$ cat config.mk
export PLATFORM = sky130hd
export DESIGN_NAME = adc_scan_seq
export DESIGN_NICKNAME = d
export VERILOG_FILES = /design/src/rtl/adc_scan_pkg.sv /design/src/rtl/scan_plan.sv /design/src/rtl/seq_ctrl.sv /design/src/rtl/result_buf.sv /design/src/rtl/adc_scan_seq.sv
export SDC_FILE = /design/constraint.sdc
export NUM_CORES = 1
export LEC_CHECK = 0
export BUFFER_PORTS_ARGS = -buffer_cell sky130_fd_sc_hd__buf_2
export CAP_MARGIN = 20
export CORE_AREA = 2 2 99 101
export DETAILED_ROUTE_END_ITERATION = 12
export DIE_AREA = 0 0 101 103
export REMOVE_ABC_BUFFERS = 1
export SLEW_MARGIN = 5
export SYNTH_ARGS = -nofsm -noshare
export SYNTH_HDL_FRONTEND = slang
export SYNTH_SLANG_ARGS = --single-unit
$ cat constraint.sdc
create_clock -name clk -period 2.4 [get_ports clk]
set_input_delay 0.48 -clock clk [delete_from_list [all_inputs] [get_ports clk]]
set_output_delay 0.48 -clock clk [all_outputs]
set_load 0.01 [all_outputs]
$ cat src/rtl/adc_scan_pkg.sv
// Package: shared types of the scan sequencer.
// Assumes a four-input engine addressed by a 2-bit channel number.
package adc_scan_pkg;
    typedef enum logic [1:0] {
        SCAN_RANGE   = 2'b00,
        SCAN_REPEAT  = 2'b01,
        SCAN_MONITOR = 2'b10,
        SCAN_ONCE    = 2'b11
    } scan_mode_e;

    typedef struct packed {
        scan_mode_e mode;
        logic [1:0] chan;
        logic       single_ended;
        logic       ref_excl;
    } scan_cfg_t;

    typedef enum logic [1:0] {
        SEQ_IDLE  = 2'b00,
        SEQ_ISSUE = 2'b01,
        SEQ_WAIT  = 2'b10
    } seq_state_e;
endpackage

$ cat src/rtl/scan_plan.sv
// Module: scan_plan
// Maps the configuration and the current step index to the channel to
// convert, and says whether this step is the last of one pass.
// Purely combinational; assumes the step never passes the pass length.
module scan_plan
    import adc_scan_pkg::*;
#(
    parameter int REPEAT_N = 8,
    parameter int STEP_W   = 3
) (
    input  scan_cfg_t         cfg,
    input  logic [STEP_W-1:0] step,
    output logic [1:0]        ch,
    output logic              last,
    output logic              looping
);
    logic [1:0] range_top;
    logic       pair_top;
    logic [1:0] fixed_ch;

    // Highest single-ended channel of a scan once the reference pin is removed.
    always_comb begin
        range_top = cfg.chan;
        if (cfg.ref_excl && cfg.chan == 2'd3) begin
            range_top = 2'd2;
        end
    end

    // Highest differential pair index of a scan (pair 1 uses channel 3).
    always_comb begin
        pair_top = cfg.chan[1] & ~cfg.ref_excl;
    end

    // Channel used by the single-channel modes.
    always_comb begin
        fixed_ch = cfg.single_ended ? cfg.chan : {cfg.chan[1], 1'b0};
    end

    // Channel and end-of-pass decode for each mode.
    always_comb begin
        looping = (cfg.mode == SCAN_MONITOR);
        unique case (cfg.mode)
            SCAN_REPEAT: begin
                ch   = fixed_ch;
                last = (step == STEP_W'(REPEAT_N - 1));
            end
            SCAN_ONCE: begin
                ch   = fixed_ch;
                last = 1'b1;
            end
            default: begin
                if (cfg.single_ended) begin
                    ch   = step[1:0];
                    last = (step == STEP_W'(range_top));
                end else begin
                    ch   = {step[0], 1'b0};
                    last = (step == STEP_W'(pair_top));
                end
            end
        endcase
    end
endmodule

$ cat src/rtl/seq_ctrl.sv
// Module: seq_ctrl
// Request/wait state machine. Issues one conversion request, waits for
// the done pulse, writes the result and moves to the next step.
// Assumes one done pulse per request, never unsolicited while waiting.
module seq_ctrl
    import adc_scan_pkg::*;
#(
    parameter int STEP_W = 3
) (
    input  logic              clk,
    input  logic              rst_n,
    input  logic              start,
    input  logic              abort,
    input  logic              last,
    input  logic              looping,
    input  logic              conv_done,
    output logic [STEP_W-1:0] step,
    output logic              conv_req,
    output logic              busy,
    output logic              wr_en,
    output logic              clr
);
    seq_state_e state;

    // Sequence state and step index.
    always_ff @(posedge clk) begin
        if (!rst_n || abort) begin
            state <= SEQ_IDLE;
            step  <= '0;
        end else begin
            unique case (state)
                SEQ_IDLE: begin
                    if (start) begin
                        state <= SEQ_ISSUE;
                        step  <= '0;
                    end
                end
                SEQ_ISSUE: state <= SEQ_WAIT;
                SEQ_WAIT: begin
                    if (conv_done) begin
                        if (!last) begin
                            state <= SEQ_ISSUE;
                            step  <= step + 1'b1;
                        end else if (looping) begin
                            state <= SEQ_ISSUE;
                            step  <= '0;
                        end else begin
                            state <= SEQ_IDLE;
                        end
                    end
                end
                default: state <= SEQ_IDLE;
            endcase
        end
    end

    // Moore outputs and buffer controls.
    always_comb begin
        conv_req = (state == SEQ_ISSUE);
        busy     = (state != SEQ_IDLE);
        wr_en    = (state == SEQ_WAIT) && conv_done;
        clr      = abort || (start && state == SEQ_IDLE);
    end

    // a request lasts one cycle.
    p_req_pulse_r11: assert property (@(posedge clk) disable iff (!rst_n)
        conv_req |=> !conv_req);

    // after a request, the next cycle is spent waiting unless aborted.
    p_wait_after_req_r11: assert property (@(posedge clk) disable iff (!rst_n)
        conv_req && !abort |=> busy && !conv_req);

    // an abort leaves the machine idle.
    p_abort_idle_r10: assert property (@(posedge clk) disable iff (!rst_n)
        abort |=> !busy);
endmodule

$ cat src/rtl/result_buf.sv
// Module: result_buf
// Result storage written in conversion order at a wrapping pointer,
// read by address. The count saturates at the depth.
// Assumes clear and write are never wanted in the same cycle (clear wins).
module result_buf #(
    parameter int DW    = 10,
    parameter int DEPTH = 8,
    parameter int AW    = $clog2(DEPTH),
    parameter int CNT_W = $clog2(DEPTH + 1)
) (
    input  logic             clk,
    input  logic             rst_n,
    input  logic             clr,
    input  logic             wr_en,
    input  logic [DW-1:0]    wr_data,
    input  logic [AW-1:0]    rd_addr,
    output logic [DW-1:0]    rd_data,
    output logic [CNT_W-1:0] count
);
    logic [DW-1:0] mem [DEPTH];
    logic [AW-1:0] wr_ptr;

    // Write pointer and valid count.
    always_ff @(posedge clk) begin
        if (!rst_n || clr) begin
            wr_ptr <= '0;
            count  <= '0;
        end else if (wr_en) begin
            wr_ptr <= (wr_ptr == AW'(DEPTH - 1)) ? '0 : wr_ptr + 1'b1;
            if (count != CNT_W'(DEPTH)) begin
                count <= count + 1'b1;
            end
        end
    end

    // Storage array, no reset needed.
    always_ff @(posedge clk) begin
        if (wr_en && !clr) begin
            mem[wr_ptr] <= wr_data;
        end
    end

    // Read port.
    always_comb begin
        rd_data = mem[rd_addr];
    end

    // the count never exceeds the depth.
    p_count_bound_r6: assert property (@(posedge clk) disable iff (!rst_n)
        count <= CNT_W'(DEPTH));

    // a write without clear never lowers the count.
    p_count_mono_r6: assert property (@(posedge clk) disable iff (!rst_n)
        wr_en && !clr |=> count != 0);

    // a clear empties the buffer.
    p_clear_r10: assert property (@(posedge clk) disable iff (!rst_n)
        clr |=> count == 0);
endmodule

$ cat src/rtl/adc_scan_seq.sv
// Module: adc_scan_seq (top)
// Holds the configuration, decodes the channel plan, runs the request
// sequence and stores results. Assumes the engine answers each request
// with one done pulse and never sends done without a request.
module adc_scan_seq
    import adc_scan_pkg::*;
#(
    parameter int DW       = 10,
    parameter int DEPTH    = 8,
    parameter int REPEAT_N = 8,
    parameter int AW       = $clog2(DEPTH),
    parameter int CNT_W    = $clog2(DEPTH + 1)
) (
    input  logic             clk,
    input  logic             rst_n,
    input  logic             cfg_wr,
    input  logic [1:0]       cfg_scan,
    input  logic [1:0]       cfg_chan,
    input  logic             cfg_single_ended,
    input  logic             cfg_ref_excl,
    input  logic             rd_start,
    output logic             conv_req,
    output logic [1:0]       conv_ch,
    input  logic             conv_done,
    input  logic [DW-1:0]    conv_data,
    output logic             busy,
    output logic [CNT_W-1:0] res_count,
    input  logic [AW-1:0]    res_addr,
    output logic [DW-1:0]    res_data
);
    localparam int STEP_MAX = (REPEAT_N > 4) ? REPEAT_N : 4;
    localparam int STEP_W   = $clog2(STEP_MAX);

    scan_cfg_t         cfg_q;
    logic [STEP_W-1:0] step;
    logic              last;
    logic              looping;
    logic              start;
    logic              wr_en;
    logic              clr;

    // Configuration register, loaded by each configuration write.
    always_ff @(posedge clk) begin
        if (!rst_n) begin
            cfg_q.mode         <= SCAN_RANGE;
            cfg_q.chan         <= 2'd0;
            cfg_q.single_ended <= 1'b1;
            cfg_q.ref_excl     <= 1'b0;
        end else if (cfg_wr) begin
            cfg_q.mode         <= scan_mode_e'(cfg_scan);
            cfg_q.chan         <= cfg_chan;
            cfg_q.single_ended <= cfg_single_ended;
            cfg_q.ref_excl     <= cfg_ref_excl;
        end
    end

    // A configuration write overrides a read start in the same cycle.
    always_comb begin
        start = rd_start && !cfg_wr;
    end

    scan_plan #(
        .REPEAT_N (REPEAT_N),
        .STEP_W   (STEP_W)
    ) i_plan (
        .cfg     (cfg_q),
        .step    (step),
        .ch      (conv_ch),
        .last    (last),
        .looping (looping)
    );

    seq_ctrl #(
        .STEP_W (STEP_W)
    ) i_ctrl (
        .clk       (clk),
        .rst_n     (rst_n),
        .start     (start),
        .abort     (cfg_wr),
        .last      (last),
        .looping   (looping),
        .conv_done (conv_done),
        .step      (step),
        .conv_req  (conv_req),
        .busy      (busy),
        .wr_en     (wr_en),
        .clr       (clr)
    );

    result_buf #(
        .DW    (DW),
        .DEPTH (DEPTH),
        .AW    (AW),
        .CNT_W (CNT_W)
    ) i_buf (
        .clk     (clk),
        .rst_n   (rst_n),
        .clr     (clr),
        .wr_en   (wr_en),
        .wr_data (conv_data),
        .rd_addr (res_addr),
        .rd_data (res_data),
        .count   (res_count)
    );

    // the reserved reference channel is skipped in scans.
    p_ref_skip_r7: assert property (@(posedge clk) disable iff (!rst_n)
        conv_req && cfg_q.ref_excl && !cfg_q.mode[0] |-> conv_ch != 2'd3);

    // differential requests always name the even channel of a pair.
    p_diff_even_r8: assert property (@(posedge clk) disable iff (!rst_n)
        conv_req && !cfg_q.single_ended |-> !conv_ch[0]);

    // repeat mode requests only the selected channel.
    p_repeat_ch_r3: assert property (@(posedge clk) disable iff (!rst_n)
        conv_req && cfg_q.mode == SCAN_REPEAT && cfg_q.single_ended
        |-> conv_ch == cfg_q.chan);

    // a range scan never goes above the selected channel.
    p_range_bound_r2: assert property (@(posedge clk) disable iff (!rst_n)
        conv_req && cfg_q.mode == SCAN_RANGE |-> conv_ch <= cfg_q.chan);

    // a configuration write empties the result count.
    p_cfg_clear_r10: assert property (@(posedge clk) disable iff (!rst_n)
        cfg_wr |=> res_count == 0 && !busy);
endmodule

* Word-level counts from Yosys, hierarchy flattened
Memories as Yosys holds them, arrays and structs flattened. Index checks and enable logic that the tools add are counted.
Word-level totals: register bits 18, RAM bits 80, input bits 24, output and inout bits 18, logic and storage cells 65, memories kept 1
Cells by class: $add $sub $neg 3, equal/unequal tests 14, mux-type cells 19, bitwise operators 2, reduce and logical (&&, ||, !) cells 18
Memories:
- i_buf.mem | depth 8, width 10, rd ports 1, clocked after Yosys merged registers in 0, wr ports 1, RTL line result_buf.sv:20 | logic [DW-1:0] mem [DEPTH];
Operators with widths (count):
- 3-bit 2-to-1 mux | 5
- 2-bit 2-to-1 mux | 6
- 2-bit equality test (second input constant) | 4
- 3-bit by 1-bit adder with 3-bit output (second input constant) | 2
- 3-bit equality test (second input constant) | 2
- 2-bit one-hot mux with 3 select lines | 1
- 3-bit one-hot mux with 2 select lines | 1
- 1-bit logical AND | 5
- 1-bit 2-to-1 mux | 5
- 4-bit by 1-bit adder with 4-bit output (second input constant) | 1
- 2-bit by 1-bit equality test with 1-bit output (second input constant) | 2
- 4-bit inequality test (second input constant) | 1
- 2-bit AND reduction | 2
- 4-bit AND reduction | 1
- 2-bit nonzero test | 2
- 3-bit by 1-bit equality test with 1-bit output | 1
- 3-bit by 2-bit equality test with 1-bit output | 1
- 1-bit logical NOT | 3
- 1-bit logical OR | 3
- 3-bit inequality test (second input constant) | 1
- 2-bit logical NOT | 1
- 2-bit by 1-bit inequality test with 1-bit output (second input constant) | 1
- 2-bit inequality test (second input constant) | 1
- 1-bit one-hot mux with 2 select lines | 1
- other kinds (3) | 3

* Depth between registers and ports, before layout
depth in word-level cells 9, mapped depth 7, mapped depth without buffers 6

* By module
From an unflattened synthesis, not the netlist that was laid out.
Unflattened totals: cell total of the unflattened synthesis 238, area total of the unflattened synthesis 4131.5 um2
Modules (own cells, without submodules):
- result_buf | times used 1, cells an instance 166, area an instance 3490.8 um2
- seq_ctrl | times used 1, cells an instance 33, area an instance 281.5 um2
- adc_scan_seq | times used 1, cells an instance 20, area an instance 235.2 um2
- scan_plan | times used 1, cells an instance 19, area an instance 123.9 um2

* Least setup slack after synthesis
Ideal clock, no wire load.
path type register to register, start reg i_ctrl.state[1], end mem i_buf.mem[0][0] (enable), library setup time 0.390 ns, data arrival time 1.869 ns, path slack 0.141 ns, cell stages (with the launch flop) 5, buffers on the path 0, period minus slack after synthesis 2.259 ns, path through dfxtp_1 and2b_1 nand2_1 or3_1 nor3_1
On the way: cells in the longest elaborated chain, start to end 7
Ends and longest elaborated chain:
- from (decl) | RTL line seq_ctrl.sv:23 | seq_state_e state;
- from (signal assigned) | RTL line seq_ctrl.sv:28 | state <= SEQ_IDLE;
- from (signal assigned) | RTL line seq_ctrl.sv:34 | state <= SEQ_ISSUE;
- from (signal assigned) | RTL line seq_ctrl.sv:38 | SEQ_ISSUE: state <= SEQ_WAIT;
- 2-bit logical NOT | RTL line seq_ctrl.sv:62 | clr = abort || (start && state == SEQ_IDLE);
- 1-bit logical AND | RTL line seq_ctrl.sv:62
- 1-bit logical OR | RTL line seq_ctrl.sv:62
- 1-bit logical NOT | RTL line result_buf.sv:38 | if (wr_en && !clr) begin
- 1-bit logical AND * | RTL line result_buf.sv:38
- 1-bit 2-to-1 mux * | RTL line result_buf.sv:38
- 1-bit 2-to-1 mux (implied by the code) * | RTL line result_buf.sv:39 | mem[wr_ptr] <= wr_data;
- to (decl) | RTL line result_buf.sv:20
Every way passes the cells marked *; elsewhere a longest branch is shown, timed or not.

* Worst setup path after layout
start in res_addr[0], end out res_data[4]
On the way: cells in the longest elaborated chain, start to end 1
Ends and longest elaborated chain:
- from (decl) | RTL line adc_scan_seq.sv:28 | input logic [AW-1:0] res_addr,
- memory 8 x 10 bit
- to (decl) | RTL line adc_scan_seq.sv:29 | output logic [DW-1:0] res_data
No other way between the ends.

==> results.toml <==
[die]
pin_count = 42
fp-row-count = 36
die_y_um = 103
coreArea_um2 = 9460
dieArea_um2 = 10400
initial_utilization = 0.422
fp.dieW_um = 101

[layout]
seqCellArea_um2 = 2760
fillCellCount = 817
nets = 315
diodes = 0
fin_cells = 405
synthToLayoutAreaGrowth_pct = 16.4
drive_gt1_frac = 0.364
multi_input_area_um2 = 1170
final_util = 0.491

[sta]
rsz0062_at_grt = "false"
finalCritPeriodShare = 0.918
fin_crit_ns = 2.20
final.setup.tns_ns = 0
timing.fmax_mhz = 454
setup_viol = 0
tightestPinTransition_ns = 0.419
skew_ns = 0.0115
slew_violations = 0
hold_viol = 0
max_slew_margin = 0.719
hold_ws_ns = 0.337

[power_and_ir_drop]
p_leak_nw = 1.64
vdd_drop_max_mv = 0.272
p_per_area_nw_per_um2 = 688

[routing]
drtAntennaViolNets = 0
drtIter0Drc = 68
avgViaCountPerCell = 5.14
first_pass_iters = 4
wire_per_inst_um = 17.1
wirelength_um = 6910
drc = 0
num_vias = 2082

[clock_tree]
htree_levels = 3
ctsLongestPathBuffers = 2
cts_tree = "yes"
cts_sinks = 98
numCtsBuffers = 9
path_clk_slew_ns = 0.09
root_buffer = "clkbuf_8"
clk_latency_ns = 0.35
hold_buffers = 0
cts_resized = 0
post_cts_buffers = 0

[place]
placedCellCount = 389
dp_hpwl_um = 4330
numPortBuffers = 41
globalplace.congestion = 0.708

[setup_path]
r2r-start = "i_ctrl.state[1]"
cp_max_fo = 20
critPathRequiredTime_ns = 1.92
rr_worst_depth = 5
rrSetupSlack_ns = 0.40
endpoint_kind = "output port"
start_kind = "primary input"
regToRegEndpoint = "i_buf.mem[0][6]"
arrival_ns = 1.72
crit_type = "primary input to output port"

[synthesis]
synth_largest_area_cell = "edfxtp_1"
syn_inst = 228
synth_area_leaders = "edfxtp_1 60%, mux4_2 11%, dfxtp_1 9.0%"
syn-cell-area_um2 = 3990
synth.top_cell.area_share = 0.602
ys_seq_area_frac = 0.692
avgSynthCellArea_um2 = 17.5
ys_seq_elements = 98
synth_cell_type_count = 37
yosysWarnings = 0

[hold_path]
worstHoldPathCells = 3
hold_start = "cfg_single_ended"
min_path_type = "primary input to flop"
min_to = "cfg_q[1]"

[global_routing]
grt_antenna_before_repair = 0
grt.total_usage = 0.143
grt_pass1_vias = 2064
grt_max_degree = 21
grt_first_pass_wirelength_um = 10700
grt_overflow_total = 0

[run]
cap_violations = 0

[outcome]
outcome = "finished, final reports clean"
==> logic make-up after synthesis <==
family	share of synthesized area
DFF	0.692
and+or+nand+nor	0.0639
muxes	0.170
AOI/OAI and AO/OA	0.0335
buffers and inverters	0.0138
xor gates and xnor gates	0.0110
adders and majority gates	0.0157
==> flip-flops by register name (all words and copies together), names as in the netlist <==
| signal | count |
|---|---|
| i_buf.count | 4 |
| cfg_q | 6 |
| i_ctrl.step | 3 |
| i_ctrl.state | 2 |
| i_buf.wr_ptr | 3 |
| i_buf.mem | 80 |
==> power by group <==
part	internal, mW	leakage (nW)	switching [mW]
Sequential	1.84	0.865	0.00868
Clock	0.596	0.108	0.575
Combinational	0.0929	0.668	0.0875
==> critical path, stage by stage <==
cell,delay (ns)
buf_2,0.10
buf_12,0.20
mux4_2,0.51
mux2_2,0.28
buf_2,0.14
==> worst max-delay path by stage <==
| stage | slack (ns) | startpoint | cells after the start | to |
|---|---|---|---|---|
| finish | 0.20 | res_addr[0] | 5 | res_data[4] |
| global route | 0.13 | res_addr[0] | 5 | res_data[4] |
| CTS | 0.18 | res_addr[0] | 5 | res_data[0] |
| detailed placement | 0.18 | res_addr[0] | 5 | res_data[2] |
| global placement | 0.18 | res_addr[0] | 5 | res_data[2] |
| floorplan | 0.14 | i_ctrl.state[1] | 4 | i_buf.mem[0][0] |
==> final cells by class <==
cell class | count | share of cell area
clock inverter | 7 | 0.0215
inverter | 6 | 0.00485
clock buffer | 9 | 0.0267
timing repair buffer | 53 | 0.0689
tap | 114 | 0.0307
multi-input combinational | 118 | 0.253
sequential | 98 | 0.595
==> per-layer routing <==
layer | up-vias | share of wire | wire [µm] | GRT usage
met5 | - | 0 | 0 | 0
met3 | 11 | 0.046 | 317 | 0.0251
met2 | 47 | 0.49 | 3390 | 0.239
met4 | 0 | 0.015 | 107 | 0.0624
met1 | 1024 | 0.45 | 3100 | 0.184
li1 | 1000 | - | - | -
==> cell usage in the layout, fill, tap and decap left out, types with 3 or more instances in the layout <==
cell	instances
nor3_1	3
dfxtp_1	18
buf_4	10
nor2_1	19
ha_1	5
nand2_1	8
buf_2	41
a21oi_1	5
nor2b_1	7
mux2_2	11
clkbuf_8	9
mux4_2	20
mux2i_1	9
edfxtp_1	80
nand2b_1	4
xnor2_1	5
inv_1	6
==> cells in the mapped netlist <==
cell	count
and2b_2	1
nor2b_1	7
mux2_2	11
or3_1	1
nand2b_1	4
nor4b_1	1
nand2_1	8
mux2_4	1
o21ai_1	1
o211ai_1	1
inv_1	6
a21o_1	1
buf_2	2
nor3b_1	2
nor2_1	19
a22o_1	1
dfxtp_1	18
clkbuf_1	2
a21oi_1	5
a311oi_1	1
nor4_1	1
xnor2_1	5
mux4_2	20
edfxtp_1	80
and2b_1	2
a21oi_2	1
ha_1	5
a31o_2	1
o31a_1	1
nor3_1	3
buf_6	1
a221oi_2	1
o31ai_4	1
mux2i_1	9
buf_1	1
nand3_1	2
a211o_1	1
==> through the flow <==
stage	setup WS (ns)	power (mW)	cell area [µm²]
6_report	0.196	3.20	4650
5_1_grt	0.131	3.32	4650
4_1_cts	0.175	3.25	4650
3_5_place_dp	0.180	2.07	4420
3_3_place_gp	0.182	2.07	4420
2_1_floorplan	0.141	1.98	3960
(Power assumes the default switching activity.)
